### src/rtl/ecc_nib_pkg.sv
`timescale 1ns/1ps
package ecc_nib_pkg;
  localparam int unsigned DATA_W    = 32;
  localparam int unsigned CHK_W     = 8;
  localparam int unsigned NIB_W     = 4;
  localparam int unsigned CODE_W    = DATA_W + CHK_W;
  localparam int unsigned HALF_CHK  = CHK_W / 2;
  localparam int unsigned WIDE_OFS  = 3;

  typedef logic [CHK_W-1:0]  syn_t;
  typedef logic [DATA_W-1:0] word_t;

  // Row of the syndrome covered by check bit j: even rows first, then odd.
  // This keeps every 3-of-4 subset of a check nibble free of adjacent rows.
  function automatic int unsigned chk_row(int unsigned j);
    return (j < HALF_CHK) ? (2 * j) : (2 * (j - HALF_CHK) + 1);
  endfunction

  // Column of the parity-check matrix for code bit pos.
  // Data columns have weight 3 with exactly one cyclically adjacent row pair
  // (k, k+1) and a third row at offset 3..6; check columns have weight 1.
  function automatic syn_t h_col(int unsigned pos);
    syn_t c;
    int unsigned k;
    int unsigned i;
    c = '0;
    if (pos < DATA_W) begin
      k = pos / NIB_W;
      i = pos % NIB_W;
      c = c | (syn_t'(1) << (k % CHK_W));
      c = c | (syn_t'(1) << ((k + 1) % CHK_W));
      c = c | (syn_t'(1) << ((k + WIDE_OFS + i) % CHK_W));
    end else begin
      c = syn_t'(1) << chk_row(pos - DATA_W);
    end
    return c;
  endfunction

  // Contribution of the data bits to the syndrome.
  function automatic syn_t data_parity(word_t d);
    syn_t acc;
    acc = '0;
    for (int p = 0; p < DATA_W; p++) begin
      if (d[p]) acc = acc ^ h_col(p);
    end
    return acc;
  endfunction

  // Contribution of the stored check bits to the syndrome.
  function automatic syn_t check_parity(logic [CHK_W-1:0] c);
    syn_t acc;
    acc = '0;
    for (int j = 0; j < CHK_W; j++) begin
      if (c[j]) acc = acc ^ h_col(DATA_W + j);
    end
    return acc;
  endfunction

  // Reorder row parities into check-bit order.
  function automatic logic [CHK_W-1:0] rows_to_check(syn_t rows);
    logic [CHK_W-1:0] c;
    c = '0;
    for (int j = 0; j < CHK_W; j++) begin
      c[j] = |(rows & (syn_t'(1) << chk_row(j)));
    end
    return c;
  endfunction
endpackage

### src/rtl/ecc_nib_encoder.sv
`timescale 1ns/1ps
module ecc_nib_encoder
  import ecc_nib_pkg::*;
(
  input  logic [DATA_W-1:0] data,
  output logic [CHK_W-1:0]  check
);
  syn_t row_par;

  assign row_par = data_parity(data);
  assign check   = rows_to_check(row_par);
endmodule

### src/rtl/ecc_nib_syndrome.sv
`timescale 1ns/1ps
module ecc_nib_syndrome
  import ecc_nib_pkg::*;
(
  input  logic [DATA_W-1:0] data,
  input  logic [CHK_W-1:0]  check,
  output logic [CHK_W-1:0]  syn
);
  syn_t data_rows;
  syn_t check_rows;

  assign data_rows  = data_parity(data);
  assign check_rows = check_parity(check);
  assign syn        = data_rows ^ check_rows;
endmodule

### src/rtl/ecc_nib_locator.sv
`timescale 1ns/1ps
module ecc_nib_locator
  import ecc_nib_pkg::*;
(
  input  logic [CHK_W-1:0]  syn,
  output logic [DATA_W-1:0] data_flip,
  output logic              data_hit,
  output logic              check_hit,
  output logic              syn_zero,
  output logic              syn_bad
);
  logic [CODE_W-1:0] match;

  for (genvar p = 0; p < CODE_W; p++) begin : g_col
    localparam syn_t COL = h_col(p);
    assign match[p] = (syn == COL);
  end

  assign data_flip = match[DATA_W-1:0];
  assign data_hit  = |match[DATA_W-1:0];
  assign check_hit = |match[CODE_W-1:DATA_W];
  assign syn_zero  = (syn == '0);
  assign syn_bad   = !syn_zero && !data_hit && !check_hit;
endmodule

### src/rtl/ecc_nib_codec.sv
`timescale 1ns/1ps
module ecc_nib_codec
  import ecc_nib_pkg::*;
(
  input  logic              clk,
  input  logic              rst_n,
  input  logic [31:0]       wr_data,
  output logic [7:0]        wr_check,
  input  logic              rd_valid,
  input  logic [31:0]       rd_data,
  input  logic [7:0]        rd_check,
  input  logic              chk_en,
  output logic              out_valid,
  output logic [31:0]       out_data,
  output logic              out_corr,
  output logic              out_uncorr,
  output logic [7:0]        out_syndrome
);
  // Named internal events, shared with the assertions below.
  logic [CHK_W-1:0]  rd_syn;
  logic [DATA_W-1:0] data_flip;
  logic              data_hit;
  logic              check_hit;
  logic              syn_zero;
  logic              syn_bad;
  logic              fix_hit;
  logic [DATA_W-1:0] fixed_data;

  ecc_nib_encoder u_enc (
    .data  (wr_data),
    .check (wr_check)
  );

  ecc_nib_syndrome u_syn (
    .data  (rd_data),
    .check (rd_check),
    .syn   (rd_syn)
  );

  ecc_nib_locator u_loc (
    .syn       (rd_syn),
    .data_flip (data_flip),
    .data_hit  (data_hit),
    .check_hit (check_hit),
    .syn_zero  (syn_zero),
    .syn_bad   (syn_bad)
  );

  assign fix_hit    = data_hit | check_hit;
  assign fixed_data = rd_data ^ data_flip;

  always_ff @(posedge clk or negedge rst_n) begin
    if (!rst_n) begin
      out_valid <= 1'b0;
    end else begin
      out_valid <= rd_valid;
    end
  end

  always_ff @(posedge clk or negedge rst_n) begin
    if (!rst_n) begin
      out_data     <= '0;
      out_corr     <= 1'b0;
      out_uncorr   <= 1'b0;
      out_syndrome <= '0;
    end else if (rd_valid) begin
      out_data     <= chk_en ? fixed_data : rd_data;
      out_corr     <= chk_en & fix_hit;
      out_uncorr   <= chk_en & syn_bad;
      out_syndrome <= rd_syn;
    end
  end


  flags_exclusive_chk: assert property (@(posedge clk) disable iff (!rst_n)
    !(out_corr && out_uncorr));


  single_column_chk: assert property (@(posedge clk) disable iff (!rst_n)
    ($countones(data_flip) <= 1) && !(data_hit && check_hit));


  capture_valid_chk: assert property (@(posedge clk) disable iff (!rst_n)
    rd_valid |=> out_valid);


  idle_hold_chk: assert property (@(posedge clk) disable iff (!rst_n)
    !rd_valid |=> !out_valid && $stable(out_data) && $stable(out_syndrome)
                  && $stable(out_corr) && $stable(out_uncorr));


  clean_read_chk: assert property (@(posedge clk) disable iff (!rst_n)
    (rd_valid && chk_en && syn_zero) |=>
      (out_data == $past(rd_data)) && !out_corr && !out_uncorr);


  fatal_raw_chk: assert property (@(posedge clk) disable iff (!rst_n)
    (rd_valid && chk_en && syn_bad) |=>
      out_uncorr && (out_data == $past(rd_data)));


  bypass_quiet_chk: assert property (@(posedge clk) disable iff (!rst_n)
    (rd_valid && !chk_en) |=>
      !out_corr && !out_uncorr && (out_data == $past(rd_data)));


  syndrome_capture_chk: assert property (@(posedge clk) disable iff (!rst_n)
    rd_valid |=> (out_syndrome == $past(rd_syn)));
endmodule

### config.mk
export PLATFORM = sky130hd
export DESIGN_NAME = ecc_nib_codec
export DESIGN_NICKNAME = d
export VERILOG_FILES = /design/src/rtl/ecc_nib_pkg.sv /design/src/rtl/ecc_nib_encoder.sv /design/src/rtl/ecc_nib_syndrome.sv /design/src/rtl/ecc_nib_locator.sv /design/src/rtl/ecc_nib_codec.sv
export SDC_FILE = /design/constraint.sdc
export NUM_CORES = 1
export LEC_CHECK = 0
export BUFFER_PORTS_ARGS = -buffer_cell sky130_fd_sc_hd__buf_2
export CAP_MARGIN = 20
export CORE_AREA = 2 2 72 126
export DETAILED_ROUTE_END_ITERATION = 7
export DIE_AREA = 0 0 74 128
export PLACE_DENSITY = 0.91
export SYNTH_ARGS = -nofsm -noshare
export SYNTH_HDL_FRONTEND = slang
export SYNTH_HIERARCHICAL = 1
export SYNTH_SLANG_ARGS = --single-unit
### constraint.sdc
create_clock -name clk -period 1.5 [get_ports clk]
set_clock_uncertainty 0.15 [all_clocks]
set_input_delay 0.075 -clock clk [delete_from_list [all_inputs] [get_ports clk]]
set_output_delay 0.075 -clock clk [all_outputs]
set_load 0.005 [all_outputs]
==> results of run 1 <==
routing by layer:
| layer | track usage | overflow |
|---|---|---|
| met5 | 0.01170 | 0 |
| met4 | 0.5807 | 2 |
| met3 | 0.3640 | 0 |
| met2 | 0.7810 | 0 |
| met1 | 0.6017 | 0 |
metrics by stage:
step                      TNS [ns]  cells  worst slack (ns)    util  area, um2
after CTS                   -29.83    818            -1.063  0.8855       7528
after floorplan             -22.89    458           -0.9833       -       4826
after detailed placement    -46.33    774            -1.662  0.7295       6202
after global placement      -44.26    774            -1.614  0.7295       6202
timing repair:
action,in CTS
buffers inserted,26
endpoints found under the setup margin,43
cloned,3
pin swaps,67
endpoints found under the hold margin,50
hold buffers,8
gates resized for setup,180
==> flow_summary.ini, run 1 <==
[clocking]
cts_sinks = 43
ctsHtreeMaxLevel = 2
cts_buffers = 5
root_buffer = clkbuf_16
clock_path_buffers = 2

[die]
rows = 45
die_h_um = 128
initial_core_util = 0.5274
ios = 127
fp.dieW_um = 74

[synth]
synth_cells = 458
syn_avg_cell_area_um2 = 9.791
yosys_warnings = 6
syn_nets = 534
synth_area_um2 = 4484

[outcome]
first-error = [ERROR GRT-0116] Global routing finished with congestion. Check the congestion regions in the DRC Viewer.
status = stopped before the end
lastStage = 5_1_grt

[place]
post-dp-hpwl_um = 12460
place_congestion = 1.025
portBuffers = 126

[global_routing]
grt_pass1_vias = 6367
grt_pass1_wl_um = 39350
grt_usage = 0.5887
grt_max_degree = 56
grt-ovfl-total = 2
==> run 2: changes to the inputs <==
CORE_AREA = 2 2 109 111   (was 2 2 72 126)
DIE_AREA = 0 0 111 113   (was 0 0 74 128)
PLACE_DENSITY = not set   (was 0.91)
PLACE_DENSITY_LB_ADDON = 0.15   (was not set)
==> run 2 against run 1 <==
The flow now finishes, with violations (hold timing, setup timing); area after synthesis unchanged; synthesized cell count did not move.
==> flow_summary.ini, run 2 <==
[outcome]
status = complete, but fails checks
violations = hold timing, setup timing

[global_routing]
grt_pass1_wl_um = 24680
grt-ovfl-total = 0
grt_antenna_before_repair = 0
grt_pass1_vias = 4631
grt_max_degree = 67
grt_usage = 0.2481

[layout]
area_delta_synth_final_pct = 76.20
top_regs = out_data x32, out_syndrome x8
final_cells = 858
top_register = out_data
largest_reg_flops = 32
regArea_um2 = 1076
fillerInstances = 802
drive_gt1_frac = 0.5958
multiInputGateArea_um2 = 4182
final_cell_mix = buf_2 (100), buf_4 (88), buf_6 (62), xnor2_1 (46), dfrtp_1 (43)
fin_nets = 790
layout_commonest_cell = buf_2
antenna_cells = 0

[die]
core_area_um2 = 11270
die_h_um = 113
fp.dieW_um = 111
rows = 39
ios = 127
initial_core_util = 0.3978
die_area_um2 = 12540

[synth]
syn_avg_cell_area_um2 = 9.791
synth_cells = 458
yosys_warnings = 6
synth_area_um2 = 4484
syn_nets = 534

[sta]
hold_viol_final = 1
fin_crit_sh = 1.694
grt_setup_unrepaired = true
min_period_ns = 2.542
slew_violations = 0
setup_tns_ns = -27.56
hold_ws_ns = -0.02860
slew_headroom = 0.6763
fmax_mhz = 393.5
max_slew.worst_pin.slew_ns = 0.4855
setup_viol = 41
worst_slack_ns = -1.042

[clocking]
ctsHtreeMaxLevel = 2
clkLatencyLatePin_ns = 0.29
clock_path_buffers = 2
cts_tree = built
clkTransAtPathRegs_ns = 0.07
cts_sinks = 43
cts_buffers = 5
root_buffer = clkbuf_16

[hold_path]
hold_class = input pin to flop

[routing]
wl_per_cell_um = 18.93
wirelength_um = 16250
drt-initial-drc-count = 261
firstDrtPassIters = 5
drc = 0
vias = 4578
drtAntennaViolNets = 0
vias_per_cell = 5.336

[place]
portBuffers = 126
post-dp-hpwl_um = 11420
place_congestion = 0.9003
dp.cells = 801

[power]
p_total_mw = 12.53
ir_drop_v = 0.001179
power.leakage_nw = 3.576
power_density_nw_per_um2 = 1586

[critical_path]
worstPathRequired_ns = 1.52
critical_path_class = input pin to flop
crit_path_max_fanout = 5
end_kind = flop
cp-start-kind = input pin
worstPathArrival_ns = 2.56

[run]
drv_cap = 0
run 2: final cells by class:
type / instances / area share
multi-input cells: 381 / 0.5292
repair buffers: 280 / 0.2892
flip-flops and latches: 43 / 0.1362
well taps: 143 / 0.02264
clock buffers: 5 / 0.01584
clock inverters: 3 / 0.005542
inverters: 3 / 0.001425
run 2: path summary, 6_finish.rpt:
kind	from	to	slack, ns	cells past startpoint
max in group asynchronous	rst_n	out_data[0]	0.46	3
worst max register to register	out_syndrome[1]	out_syndrome[1]	0.59	1
worst min register to register	out_syndrome[3]	out_syndrome[3]	0.36	1
worst min-delay path	rd_data[20]	out_data[20]	-0.03	3
worst max-delay path	rd_data[0]	out_uncorr	-1.04	12
min in group asynchronous	rst_n	out_syndrome[5]	0.13	2
run 2: power breakdown:
| group | internal (mW) | total, mW | switching (mW) | leakage (nW) |
|---|---|---|---|---|
| clock network | 0.786 | 1.27 | 0.488 | 0.0838 |
| registers | 1.38 | 1.49 | 0.110 | 0.488 |
| logic | 5.09 | 9.76 | 4.67 | 3.00 |
run 2: critical path, cell delays in order:
cell and delay (ns):
buf_12 0.11, xor2_4 0.19, xnor2_2 0.22, xor3_2 0.52, buf_6 0.15, or4b_4 0.57
nor4_4 0.19, o21bai_1 0.18, nor4_2 0.08, and4_1 0.15, nand3_1 0.07, o21ai_1 0.06
run 2: through the flow:
step | area [um2] | hold WS, ns | setup WS, ns | utilization
after detailed placement | 6205 | -0.08955 | -1.522 | 0.5505
after CTS | 7560 | 0.001988 | -1.012 | 0.6707
after global placement | 6205 | -0.09769 | -1.497 | 0.5505
after floorplan | 4826 | -0.3706 | -0.9833 | -
final | 7901 | -0.02860 | -1.042 | 0.7010
after global routing | 7901 | 0.003748 | -1.151 | 0.7010
run 2: routing by layer:
metal,GRT usage,wire [um],up-vias
li1,-,-,2163
met1,0.3286,7056,2236
met2,0.4311,8040,161
met3,0.03803,911,18
met4,0.05833,238,0
met5,0,0,-
run 2: timing repair:
item | CTS | global route
pin swaps | 69 | 69
resized for setup | 183 | 73
endpoints found under the setup margin | 42 | 46
hold buffers | 12 | 2
cloned | 3 | 0
endpoints found under the hold margin | 28 | 2
buffers inserted | 27 | 33
Note: power is estimated with default switching activity, not from simulation.
